$ cat src/rtl/tq_pkg.sv
package tq_pkg;
  typedef enum logic [1:0] {
    ACT_NONE  = 2'd0,
    ACT_PUSH  = 2'd1,
    ACT_EVICT = 2'd2
  } wr_act_e;
endpackage

$ cat src/rtl/tq_ring.sv
module tq_ring
  import tq_pkg::*;
#(
  parameter int DATA_W = 8,
  parameter int DEPTH  = 4,
  localparam int AW    = (DEPTH > 1) ? $clog2(DEPTH) : 1,
  localparam int CW    = $clog2(DEPTH + 1)
) (
  input  logic              clk_i,
  input  logic              rst_ni,
  input  wr_act_e           act_i,
  input  logic [DATA_W-1:0] wdata_i,
  input  logic              pop_i,
  output logic [DATA_W-1:0] rdata_o,
  output logic [CW-1:0]     count_o,
  output logic              full_o,
  output logic              empty_o
);
  logic [DATA_W-1:0] mem [DEPTH];
  logic [AW-1:0]     wp_q, rp_q;
  logic [CW-1:0]     cnt_q;
  logic              push, evict, adv_rp;

  function automatic logic [AW-1:0] nxt(input logic [AW-1:0] p);
    return (p == AW'(DEPTH - 1)) ? '0 : p + AW'(1);
  endfunction

  assign push    = (act_i != ACT_NONE);
  assign evict   = (act_i == ACT_EVICT);
  assign adv_rp  = pop_i | evict;
  assign full_o  = (cnt_q == CW'(DEPTH));
  assign empty_o = (cnt_q == '0);
  assign count_o = cnt_q;
  assign rdata_o = mem[rp_q];

  always_ff @(posedge clk_i) begin
    if (push) mem[wp_q] <= wdata_i;
  end

  always_ff @(posedge clk_i or negedge rst_ni) begin
    if (!rst_ni) begin
      wp_q  <= '0;
      rp_q  <= '0;
      cnt_q <= '0;
    end else begin
      if (push)   wp_q <= nxt(wp_q);
      if (adv_rp) rp_q <= nxt(rp_q);
      if (push && !pop_i && !evict) cnt_q <= cnt_q + CW'(1);
      else if (pop_i && !push)      cnt_q <= cnt_q - CW'(1);
    end
  end

  p_no_overflow_r3: assert property (@(posedge clk_i) disable iff (!rst_ni)
    cnt_q <= CW'(DEPTH));
  p_full_push_needs_slot_r3: assert property (@(posedge clk_i) disable iff (!rst_ni)
    (push && full_o && !pop_i) |-> evict);
  p_no_pop_empty_r10: assert property (@(posedge clk_i) disable iff (!rst_ni)
    pop_i |-> !empty_o);
  p_evict_keeps_full_r7: assert property (@(posedge clk_i) disable iff (!rst_ni)
    evict |=> full_o);
endmodule

$ cat src/rtl/tq_wr_ctrl.sv
module tq_wr_ctrl
  import tq_pkg::*;
#(
  parameter int DATA_W = 8,
  parameter int TMO_W  = 8
) (
  input  logic              clk_i,
  input  logic              rst_ni,
  input  logic              wr_valid_i,
  input  logic [DATA_W-1:0] wr_data_i,
  input  logic              ovw_en_i,
  input  logic [TMO_W-1:0]  tmo_cycles_i,
  input  logic              full_i,
  input  logic              pop_i,
  output wr_act_e           act_o,
  output logic [DATA_W-1:0] wdata_o,
  output logic              pend_o,
  output logic              tmo_o
);
  logic              pend_q, pend_d;
  logic [DATA_W-1:0] pdata_q, pdata_d;
  logic              povw_q, povw_d;
  logic [TMO_W-1:0]  tcnt_q, tcnt_d;
  logic              tmo_q, tmo_d;

  always_comb begin
    act_o   = ACT_NONE;
    wdata_o = wr_data_i;
    pend_d  = pend_q;
    pdata_d = pdata_q;
    povw_d  = povw_q;
    tcnt_d  = tcnt_q;
    tmo_d   = 1'b0;
    if (pend_q) begin
      wdata_o = pdata_q;
      if (pop_i || !full_i) begin
        act_o  = ACT_PUSH;
        pend_d = 1'b0;
      end else if (tcnt_q <= TMO_W'(1)) begin
        act_o  = povw_q ? ACT_EVICT : ACT_NONE;
        tmo_d  = 1'b1;
        pend_d = 1'b0;
      end else begin
        tcnt_d = tcnt_q - TMO_W'(1);
      end
    end else if (wr_valid_i) begin
      if (!full_i || pop_i) begin
        act_o = ACT_PUSH;
      end else if (tmo_cycles_i == '0) begin
        // zero wait: decide on this edge
        act_o = ovw_en_i ? ACT_EVICT : ACT_NONE;
        tmo_d = 1'b1;
      end else begin
        pend_d  = 1'b1;
        pdata_d = wr_data_i;
        povw_d  = ovw_en_i;
        tcnt_d  = tmo_cycles_i;
      end
    end
  end

  always_ff @(posedge clk_i or negedge rst_ni) begin
    if (!rst_ni) begin
      pend_q  <= 1'b0;
      pdata_q <= '0;
      povw_q  <= 1'b0;
      tcnt_q  <= '0;
      tmo_q   <= 1'b0;
    end else begin
      pend_q  <= pend_d;
      pdata_q <= pdata_d;
      povw_q  <= povw_d;
      tcnt_q  <= tcnt_d;
      tmo_q   <= tmo_d;
    end
  end

  assign pend_o = pend_q;
  assign tmo_o  = tmo_q;

  p_pend_only_full_r4: assert property (@(posedge clk_i) disable iff (!rst_ni)
    pend_q |-> full_i);
  p_read_rescues_r5: assert property (@(posedge clk_i) disable iff (!rst_ni)
    (pend_q && pop_i) |=> (!pend_q && !tmo_q));
  p_tmo_ends_pend_r6: assert property (@(posedge clk_i) disable iff (!rst_ni)
    tmo_q |-> !pend_q);
endmodule

$ cat src/rtl/tq_top.sv
module tq_top
  import tq_pkg::*;
#(
  parameter int DATA_W = 8,
  parameter int DEPTH  = 4,
  parameter int TMO_W  = 8,
  localparam int CW    = $clog2(DEPTH + 1)
) (
  input  logic              clk_i,
  input  logic              rst_ni,
  input  logic              wr_valid_i,
  input  logic [DATA_W-1:0] wr_data_i,
  input  logic              ovw_en_i,
  input  logic [TMO_W-1:0]  tmo_cycles_i,
  input  logic              rd_req_i,
  output logic [DATA_W-1:0] rd_data_o,
  output logic              rd_valid_o,
  output logic              empty_o,
  output logic              full_o,
  output logic [CW-1:0]     count_o,
  output logic              pend_o,
  output logic              tmo_o
);
  wr_act_e           act;
  logic [DATA_W-1:0] wdata, head;
  logic              pop;
  logic [DATA_W-1:0] rd_data_q;
  logic              rd_valid_q;

  assign pop = rd_req_i & ~empty_o;

  tq_wr_ctrl #(.DATA_W(DATA_W), .TMO_W(TMO_W)) u_ctrl (
    .clk_i, .rst_ni, .wr_valid_i, .wr_data_i, .ovw_en_i, .tmo_cycles_i,
    .full_i(full_o), .pop_i(pop), .act_o(act), .wdata_o(wdata),
    .pend_o, .tmo_o
  );

  tq_ring #(.DATA_W(DATA_W), .DEPTH(DEPTH)) u_ring (
    .clk_i, .rst_ni, .act_i(act), .wdata_i(wdata), .pop_i(pop),
    .rdata_o(head), .count_o, .full_o, .empty_o
  );

  always_ff @(posedge clk_i or negedge rst_ni) begin
    if (!rst_ni) begin
      rd_data_q  <= '0;
      rd_valid_q <= 1'b0;
    end else begin
      rd_valid_q <= pop;
      if (pop) rd_data_q <= head;
    end
  end

  assign rd_data_o  = rd_data_q;
  assign rd_valid_o = rd_valid_q;

  p_empty_read_r10: assert property (@(posedge clk_i) disable iff (!rst_ni)
    (rd_req_i && empty_o) |=> !rd_valid_o);
  p_idle_keeps_count_r8: assert property (@(posedge clk_i) disable iff (!rst_ni)
    (act == ACT_NONE && !pop) |=> $stable(count_o));
  p_rw_full_keeps_count_r2: assert property (@(posedge clk_i) disable iff (!rst_ni)
    (full_o && pop && act == ACT_PUSH) |=> full_o);
endmodule

$ cat config.mk
export PLATFORM = sky130hd
export DESIGN_NAME = tq_top
export DESIGN_NICKNAME = d
export VERILOG_FILES = /design/src/rtl/tq_pkg.sv /design/src/rtl/tq_ring.sv /design/src/rtl/tq_wr_ctrl.sv /design/src/rtl/tq_top.sv
export SDC_FILE = /design/constraint.sdc
export NUM_CORES = 1
export LEC_CHECK = 0
export BUFFER_PORTS_ARGS = -buffer_cell sky130_fd_sc_hd__buf_2
export CAP_MARGIN = 20
export CORE_MARGIN = 10
export CORE_UTILIZATION = 57
export CTS_CLUSTER_DIAMETER = 150
export DETAILED_ROUTE_END_ITERATION = 16
export PLACE_DENSITY = 0.78
export SYNTH_ARGS = -nofsm -noshare
export SYNTH_HDL_FRONTEND = slang
export SYNTH_SLANG_ARGS = --single-unit
export TNS_END_PERCENT = 20
$ cat constraint.sdc
create_clock -name clk_i -period 2.8 [get_ports clk_i]
set_clock_uncertainty 0.15 [all_clocks]
set_input_delay 0.14 -clock clk_i [delete_from_list [all_inputs] [get_ports clk_i]]
set_output_delay 0.14 -clock clk_i [all_outputs]
set_load 0.05 [all_outputs]
==> results of run 1 <==
## worst max-delay path by stage
stage	slack, ps	endpoint	cells past startpoint	startpoint
floorplan	110	u_ring.count_o[1]$_DFFE_PN0P_	5	u_ring.count_o[0]$_DFFE_PN0P_
global placement	300	u_ring.mem[1][0]$_DFFE_PP_	5	u_ring.count_o[1]$_DFFE_PN0P_
detailed placement	290	u_ring.mem[1][2]$_DFFE_PP_	5	u_ctrl.tcnt_q[4]$_DFFE_PN0P_
CTS	270	u_ring.mem[1][3]$_DFFE_PP_	5	u_ctrl.tcnt_q[4]$_DFFE_PN0P_
global route	140	u_ring.mem[1][3]$_DFFE_PP_	5	u_ring.count_o[1]$_DFFE_PN0P_
finish	270	u_ring.mem[0][5]$_DFFE_PP_	5	u_ctrl.tcnt_q[4]$_DFFE_PN0P_
## Yosys cell counts (2+ instances only)
cell,n
a21oi_1,5
a32o_1,2
and2_1,4
buf_2,2
clkbuf_1,2
dfrtp_1,35
edfxtp_1,32
ha_1,7
inv_1,5
inv_2,2
mux2_2,21
mux2i_1,2
mux4_2,8
nand2_1,37
nand2b_1,3
nand3_1,3
nor2_1,8
nor3_1,3
nor4_1,2
o21ai_0,4
o22ai_1,4
or2_2,3
or4_1,3
xor2_1,2
## power breakdown
part / internal [uW] / switching [uW]
logic: 580 / 832
registers: 1400 / 288
clock network: 415 / 382
total: 2390 / 1500
## worst max-delay path: stages, from the launching register on
cell	delay [ps]
dfrtp_1	440
or4_4	570
nor4_4	290
nand4_1	180
nand3_2	180
and2_1	380
## through the flow
stage,hold WS [ps],worst slack (ps),std cells,total power [uW],cell area (sq um)
2_1_floorplan,-306,110,218,2730,3010
3_3_place_gp,131,300,322,3030,3280
3_5_place_dp,127,289,322,3110,3280
4_1_cts,82.4,268,356,3930,3670
5_1_grt,105,136,356,4150,3670
6_report,83.8,274,356,3890,3670
## kinds of logic (layout without fill, tap and decap cells)
logic type / count (synthesis) / after routing / share of synthesized area
simple gates: 76 / 76 / 0.135
fa+ha+maj: 8 / 8 / 0.0358
flops: 67 / 67 / 0.610
compound gates: 22 / 22 / 0.0524
mux: 31 / 31 / 0.145
xor+xnor: 2 / 2 / 0.00582
buf+inv: 12 / 80 / 0.0158
## per-layer routing
layer | vias to the layer above | wire, um | GRT usage | part of all wire
met4 | 0 | 67 | 0.0540 | 0.011
met5 | - | 0 | 0 | 0
met1 | 943 | 2790 | 0.206 | 0.46
met2 | 49 | 2910 | 0.227 | 0.48
met3 | 12 | 359 | 0.0428 | 0.059
li1 | 927 | - | - | -
## layout make-up
cell class | instances | area, sq um
timing repair buffer | 57 | 383
sequential | 67 | 1840
inverter | 7 | 26.3
tap | 70 | 87.6
multi-input combinational | 139 | 1130
clock inverter | 7 | 78.8
clock buffer | 9 | 124
fill | 362 | 1440
## flip-flops by register name (all words and copies together), names as in the netlist
signal / count
rd_valid_o: 1
u_ctrl.pdata_q: 8
u_ctrl.pend_o: 1
u_ring.mem: 32
u_ring.count_o: 3
u_ring.wp_q: 2
u_ctrl.tcnt_q: 8
rd_data_o: 8
u_ctrl.povw_q: 1
u_ctrl.tmo_o: 1
u_ring.rp_q: 2
## cells in the final DEF, fill, tap and decap left out, drive strengths merged, types with 2 or more instances in the layout
| cell | n |
|---|---|
| buf | 39 |
| nand2 | 37 |
| dfrtp | 35 |
| edfxtp | 32 |
| mux2 | 21 |
| dlygate4sd3 | 18 |
| clkbuf | 9 |
| nor2 | 8 |
| mux4 | 8 |
| ha | 7 |
| inv | 7 |
| a21oi | 5 |
| o21ai | 5 |
| and2 | 4 |
| o22ai | 4 |
| or4 | 4 |
| nand3 | 4 |
| nor3 | 4 |
| nand2b | 3 |
| or2 | 3 |
| clkinvlp | 3 |
| clkinv | 3 |
| nor4 | 3 |
| a32o | 2 |
| mux2i | 2 |
| xor2 | 2 |
==> impl_results.md, run 1 <==
* Setup crit start kind: flop
* Final wirelength at 6120 um
* Cells after synthesis at 218
* Clock transition at path regs at 80 ps
* Seq/Total Area, Yosys at 0.610
* Power per cell area at 1060 nW/um^2
* Clock root cell: clkbuf_8
* First-pass GRT wire length at 10300 um
* Period Utilization, post-route at 0.902
* Largest area contributor in the netlist: edfxtp_1
* Syn_nets at 247
* Remaining DRCs at 0
* DR iter-0 viols at 105
* Starting Density at 0.589
* Leakage power at 0.00151 uW
* Status: completed
* Largest net degree at the start of global routing at 36
* H-Tree Depth at 3
* Top Ports at 37
* Initial antenna violation count at 0
* CP Max Fanout at 8
* Via count at 1931
* Warnings from Yosys at 0
* Max frequency at 0.396 GHz
* Hpwl dp at 4290 um
* Utilization after layout at 0.718
* Cts repair resizes at 0
* Routability cong. at 0.801
* Max transition margin at 0.464
* Element type at the critical path end: flop
* Yosys cell types at 43
* Number of global-route vias before repair at 2022
* Synthesized flop and latch total at 67
* Crit path DAT at 2370 ps
* Post-Syn Area at 3010 sq um
* Routed Antenna Nets at 0
* VDD IR-drop max at 0.566 mV
* Vias per inst at 5.42
* Hold path depth at 3
* Iteration count of the initial detailed-routing pass at 4
* Max clock buf depth at 2
* Worst-skew pair later-pin latency at 340 ps
* Die span in y at 92.7 um
* Worst Path Required at 2650 ps
* Reg-to-Reg End: u_ring.mem[0][5]$_DFFE_PP_
* Number of synthesized flops with an enable pin at 32
* Asr flop ratio synth at 0.522
* CTS Buf Count at 9
* Final net count at 310
* Setup slack on the worst flop-to-flop path at 270 ps
* Area contributors post-synth: edfxtp_1, dfrtp_1, mux2_2
* Synth top area share at 0.319
* Core box area at 5110 sq um
* RSZ-0062 raised after global routing: false
* Die ar. at 8590 sq um
* CTS Hold Bufs at 18
* Final Max Tran Viols at 0
* Row cnt at 26
* Hold Crit Class: in -> reg
* Hold Crit Start: rd_req_i
* TritonCTS clock tree: yes
* Final Hold Viols at 0
* Path depth of the worst reg2reg path at 5
* Setup TNS at 0 ps
* Post-CTS setup buffers at 0
* Final Critical Period at 2530 ps
* CTS Sinks at 67
* Antenna Cells at 0
* Port Buf Inserts at 36
* Grt ovf at 0
* Ratio of cells with drive above 1 in the final layout at 0.343
* GRT Overall Usage at 0.152
* Syn Area/Cell at 13.8 sq um
* Max-cap violations at 0
* Endpoint of the worst hold path: rd_valid_o$_DFF_PN0_
* Area grow syn2layout at 21.8%
* Setup CP Type: reg -> reg
* Synth Flop Type: dfrtp_1
* Setup Viol. Count Final at 0
* Die W at 92.7 um
* FF-to-FF Start: u_ctrl.tcnt_q[4]$_DFFE_PN0P_
* Worst Tran Pin Value at 805 ps
* WL/cell at 17.2 um
(Power assumes the default switching activity.)
==> run 2, diff against run 1 <==
--- a/config.mk
+++ b/config.mk
@@ -6,11 +6,11 @@
 export NUM_CORES = 1
 export LEC_CHECK = 0
 export BUFFER_PORTS_ARGS = -buffer_cell sky130_fd_sc_hd__buf_2
-export CAP_MARGIN = 20
 export CORE_MARGIN = 10
 export CORE_UTILIZATION = 57
 export CTS_CLUSTER_DIAMETER = 150
 export DETAILED_ROUTE_END_ITERATION = 16
+export MAX_ROUTING_LAYER = met4
 export PLACE_DENSITY = 0.78
 export SYNTH_ARGS = -nofsm -noshare
 export SYNTH_HDL_FRONTEND = slang
==> run 2 against run 1 <==
Net effect: sequential share of layout area stayed put; utilization is the same; first-iteration DRC count is 2.9% higher; worst hold slack got worse by 1.8 ps; sequential power hardly changed; routed wire length rose by 0.41%; non-clock buffer count unchanged; maximum frequency hardly changed; die area stayed put; flip-flop and latch count stayed put; clock power barely moved.
==> impl_results.md, run 2 (synthesis results as in run 1) <==
* Core box area at 5110 sq um (unchanged)
* Leakage power at 0.00151 uW (unchanged)
* Setup CP Type: reg -> reg
* Die ar. at 8590 sq um (unchanged)
* CTS Hold Bufs at 18 (unchanged)
* WL/cell at 17.3 um (+0.41%)
* Max-cap violations at 0 (unchanged)
* FF-to-FF Start: u_ctrl.tcnt_q[4]$_DFFE_PN0P_
* Most common cell after layout, fill and taps aside: nand2_1
* Vias per inst at 5.46 (+0.67%)
* Final Critical Period at 2530 ps (+2.26 ps)
* Setup crit start kind: flop
* Ratio of cells with drive above 1 in the final layout at 0.343 (unchanged)
* Most frequent cells in the layout: nand2_1, buf_2, dfrtp_1
* H-Tree Depth at 3 (unchanged)
* Setup TNS at 0 ps (unchanged)
* Initial antenna violation count at 0 (unchanged)
* Row cnt at 26 (unchanged)
* Placed cell area at 3280 sq um (unchanged)
* Final Max Tran Viols at 0 (unchanged)
* Max clock buf depth at 2 (unchanged)
* First-pass GRT wire length at 10300 um (+0.27%)
* Worst-skew pair later-pin latency at 330 ps (about the same)
* Hold Crit Start: rd_req_i
* Cts repair resizes at 0 (unchanged)
* Worst Path Required at 2650 ps (about the same)
* Crit. Startpoint: u_ctrl.tcnt_q[4]$_DFFE_PN0P_
* CTS Buf Count at 9 (unchanged)
* Top Ports at 37 (unchanged)
* VDD IR-drop max at 0.566 mV (+0.11%)
* Status: completed
* Largest register FFs at 32 (unchanged)
* Largest net degree at the start of global routing at 36 (unchanged)
* Area grow syn2layout at 21.8% (unchanged)
* Period Utilization, post-route at 0.903 (about the same)
* Antenna Cells at 0 (unchanged)
* Post-CTS setup buffers at 0 (unchanged)
* Crit path DAT at 2380 ps (about the same)
* Clock transition at path regs at 80 ps (about the same)
* Number of global-route vias before repair at 2022 (unchanged)
* CP Max Fanout at 8 (unchanged)
* Port Buf Inserts at 36 (unchanged)
* TritonCTS clock tree: yes
* Via count at 1944 (+0.67%)
* Max transition margin at 0.462 (-0.00151)
* Hpwl dp at 4290 um (unchanged)
* CTS Sinks at 67 (unchanged)
* Worst Tran Pin Value at 807 ps (+2.26 ps)
* DR iter-0 viols at 108 (+2.9%)
* Die W at 92.7 um (unchanged)
* Element type at the critical path end: flop
* Post-Layout Inst Area at 3670 sq um (unchanged)
* Final Hold Viols at 0 (unchanged)
* Hold Crit Class: in -> reg
* GRT Overall Usage at 0.156 (+0.00482)
* Routability cong. at 0.812 (+1.4%)
* Clock root cell: clkbuf_8
* Iteration count of the initial detailed-routing pass at 4 (unchanged)
* Setup Viol. Count Final at 0 (unchanged)
* Routed Antenna Nets at 0 (unchanged)
* Starting Density at 0.589 (unchanged)
* Die span in y at 92.7 um (unchanged)
* Final net count at 310 (unchanged)
* Grt ovf at 0 (unchanged)
* RSZ-0062 raised after global routing: false
* Max frequency at 0.395 GHz (about the same)
* Remaining DRCs at 0 (unchanged)
* Final wirelength at 6140 um (+0.41%)
* Power per cell area at 1060 nW/um^2 (about the same)
* Most flop-heavy register: u_ring.mem
[run 2: power by group]
group	internal (uW)	leakage (uW)	switching (uW)
clock network	415	0.0000916	383
registers	1400	0.000719	288
logic	580	0.000704	832
[run 2: worst paths after layout]
path                            cells after the start  slack, ps                             to
worst max-delay path                                5        270     u_ring.mem[0][5]$_DFFE_PP_
worst max register to register                      5        270     u_ring.mem[0][5]$_DFFE_PP_
min in group asynchronous                           2        260       rd_data_o[0]$_DFFE_PN0P_
worst min-delay path                                3         80           rd_valid_o$_DFF_PN0_
worst min register to register                      2        320  u_ctrl.pdata_q[5]$_DFFE_PN0P_
max in group asynchronous                           2       1700       rd_data_o[5]$_DFFE_PN0P_
[run 2: final cells by class]
class	instances	area [sq um]
multi-input cells	139	1130
repair buffers	57	383
clock inverters	7	78.8
well taps	70	87.6
inverters	7	26.3
flip-flops and latches	67	1840
fillers	362	1440
clock buffers	9	124
[run 2: through the flow]
step / worst slack (ps) / power (uW) / util / hold slack, ps / cells
finish: 271 / 3890 / 0.718 / 82.0 / 356
global route: 136 / 4150 / 0.718 / 105 / 356
CTS: 268 / 3930 / 0.718 / 82.4 / 356
detailed placement: 289 / 3110 / 0.643 / 127 / 322
global placement: 300 / 3030 / 0.643 / 131 / 322
floorplan: 110 / 2730 / - / -306 / 218
[run 2: worst max-delay path, cell delays in order (launching register included)]
cell and delay [ps]:
dfrtp_1 450, or4_4 570, nor4_4 290, nand4_1 180
nand3_2 180, and2_1 370
[run 2: per-layer routing]
layer / vias to the layer above / global-route usage / wire length, um
li1: 927 / - / -
met1: 962 / 0.209 / 2850
met2: 45 / 0.229 / 2930
met3: 10 / 0.0404 / 312
met4: 0 / 0.0501 / 53
met5: - / - / 0
==> run 3, diff against run 2 <==
--- a/config.mk
+++ b/config.mk
@@ -11,7 +11,7 @@
 export CTS_CLUSTER_DIAMETER = 150
 export DETAILED_ROUTE_END_ITERATION = 16
 export MAX_ROUTING_LAYER = met4
-export PLACE_DENSITY = 0.78
+export PLACE_DENSITY_LB_ADDON = 0.08
 export SYNTH_ARGS = -nofsm -noshare
 export SYNTH_HDL_FRONTEND = slang
 export SYNTH_SLANG_ARGS = --single-unit
==> run 3 against run 2 <==
Net effect: worst hold slack better by 5.0 ps; final area increased by 0.41%; register-to-register slack worse by 20 ps; global-route usage fell by 0.26 points; final cell count did not move; sequential share of layout area fell by 0.20 points; clock power increased by 9.4%.
==> impl_results.md, run 3 (synthesis results as in run 1) <==
* Routed Antenna Nets at 0 (unchanged)
* CP Max Fanout at 8 (unchanged)
* Final net count at 310 (unchanged)
* Setup Viol. Count Final at 0 (unchanged)
* Iteration count of the initial detailed-routing pass at 4 (unchanged)
* Max-cap violations at 0 (unchanged)
* Largest register FFs at 32 (unchanged)
* Die W at 92.7 um (unchanged)
* Crit path DAT at 2390 ps (about the same)
* Setup TNS at 0 ps (unchanged)
* Sequential Area at 1840 sq um (unchanged)
* Initial antenna violation count at 0 (unchanged)
* Clock root cell: clkbuf_8
* First-pass GRT wire length at 10000 um (-3.0%)
* Antenna Cells at 0 (unchanged)
* Core box area at 5110 sq um (unchanged)
* Die span in y at 92.7 um (unchanged)
* Setup slack on the worst flop-to-flop path at 250 ps (-20 ps)
* Max transition margin at 0.468 (+0.00568)
* Most frequent cells in the layout: nand2_1, buf_2, dfrtp_1
* Element type at the critical path end: flop
* Port Buf Inserts at 36 (unchanged)
* Hold Crit Class: in -> reg
* Grt ovf at 0 (unchanged)
* CTS Hold Bufs at 18 (unchanged)
* Clock transition at path regs at 70 ps (about the same)
* Final Hold Viols at 0 (unchanged)
* Number of global-route vias before repair at 1928 (-4.6%)
* Crit. Startpoint: u_ctrl.tcnt_q[4]$_DFFE_PN0P_
* Via count at 1887 (-2.9%)
* Cts repair resizes at 0 (unchanged)
* VDD IR-drop max at 0.586 mV (+3.4%)
* H-Tree Depth at 3 (unchanged)
* Worst Tran Pin Value at 798 ps (-8.52 ps)
* Status: completed
* Routability cong. at 0.812 (about the same)
* Largest net degree at the start of global routing at 36 (unchanged)
* Most common cell after layout, fill and taps aside: nand2_1
* Final Max Tran Viols at 0 (unchanged)
* Top Ports at 37 (unchanged)
* Leakage power at 0.00153 uW (+1.0%)
* CTS Buf Count at 9 (unchanged)
* WL/cell at 16.3 um (-5.6%)
* Post-CTS setup buffers at 0 (unchanged)
* GRT Overall Usage at 0.154 (-0.00258)
* Fillers at 356 (-1.7%)
* Remaining DRCs at 0 (unchanged)
* CTS Sinks at 67 (unchanged)
* Starting Density at 0.589 (unchanged)
* Vias per inst at 5.30 (-2.9%)
* Power per cell area at 1070 nW/um^2 (+0.51%)
* Worst Path Required at 2650 ps (about the same)
* FF-to-FF Start: u_ctrl.tcnt_q[4]$_DFFE_PN0P_
* DR iter-0 viols at 86 (-20%)
* Most flop-heavy register: u_ring.mem
* Path depth of the worst reg2reg path at 5 (unchanged)
* Final wirelength at 5800 um (-5.6%)
* Final Critical Period at 2550 ps (+17.5 ps)
* Inst Count DP at 322 (unchanged)
* Hpwl dp at 3990 um (-7.0%)
* Area of the multi-input gates at 1130 sq um (unchanged)
* Die ar. at 8590 sq um (unchanged)
* Setup CP Type: reg -> reg
* Period Utilization, post-route at 0.909 (+0.00626)
* Reg-to-Reg End: u_ring.mem[0][3]$_DFFE_PP_
* Setup crit start kind: flop
* Max clock buf depth at 2 (unchanged)
* Row cnt at 26 (unchanged)
* Ratio of cells with drive above 1 in the final layout at 0.339 (-0.00350)
* Max frequency at 0.393 GHz (-0.69%)
* Crit path capture: u_ring.mem[0][3]$_DFFE_PP_
* TritonCTS clock tree: yes
* RSZ-0062 raised after global routing: false
* Non-filler cells, final at 356 (unchanged)
* Area grow syn2layout at 22.3%
* Worst-skew pair later-pin latency at 340 ps (about the same)
## run 3: critical path, cell delays in order, from the launching register on
cell and delay (ps):
dfrtp_1 440, or4_4 570, nor4_4 300, nand4_1 180, nand3_2 170, and2_1 390
## run 3: power by group
group | total (uW) | switching [uW] | internal, uW
clock network | 872 | 368 | 504
registers | 1680 | 280 | 1400
logic | 1380 | 808 | 572
total | 3930 | 1460 | 2470
## run 3: worst min-delay path by stage
stage	startpoint	to	slack, ps	cells after the start
6_report	rd_req_i	rd_valid_o$_DFF_PN0_	90	3
3_5_place_dp	rst_ni	rd_data_o[7]$_DFFE_PN0P_	130	1
3_3_place_gp	rst_ni	rd_data_o[7]$_DFFE_PN0P_	120	1
5_1_grt	rd_req_i	rd_valid_o$_DFF_PN0_	110	3
2_1_floorplan	rst_ni	rd_data_o[0]$_DFFE_PN0P_	-310	0
4_1_cts	rd_req_i	rd_valid_o$_DFF_PN0_	70	3
## run 3: metrics by stage
step | util | worst slack, ps | area, sq um | total power, uW | hold WS [ps]
6_report | 0.721 | 254 | 3680 | 3930 | 87.0
5_1_grt | 0.721 | 92.1 | 3680 | 4210 | 110
4_1_cts | 0.721 | 227 | 3680 | 3970 | 72.2
3_5_place_dp | 0.643 | 235 | 3280 | 3070 | 126
3_3_place_gp | 0.643 | 302 | 3280 | 3040 | 125
2_1_floorplan | - | 110 | 3010 | 2730 | -306
## run 3: area by class of cell
class,instances,share of cell area
multi-input combinational,139,0.307
inverter,7,0.00714
tap,70,0.0238
clock inverter,6,0.0245
timing repair buffer,57,0.104
clock buffer,10,0.0347
sequential,67,0.499
## run 3: metal layers
layer  vias to the layer above  GRT usage  wire length (um)
met5                         -          -                 0
met4                         0     0.0540                72
met3                         7     0.0460               260
met2                        39      0.213              2590
met1                       917      0.210              2880
li1                        924          -                 -
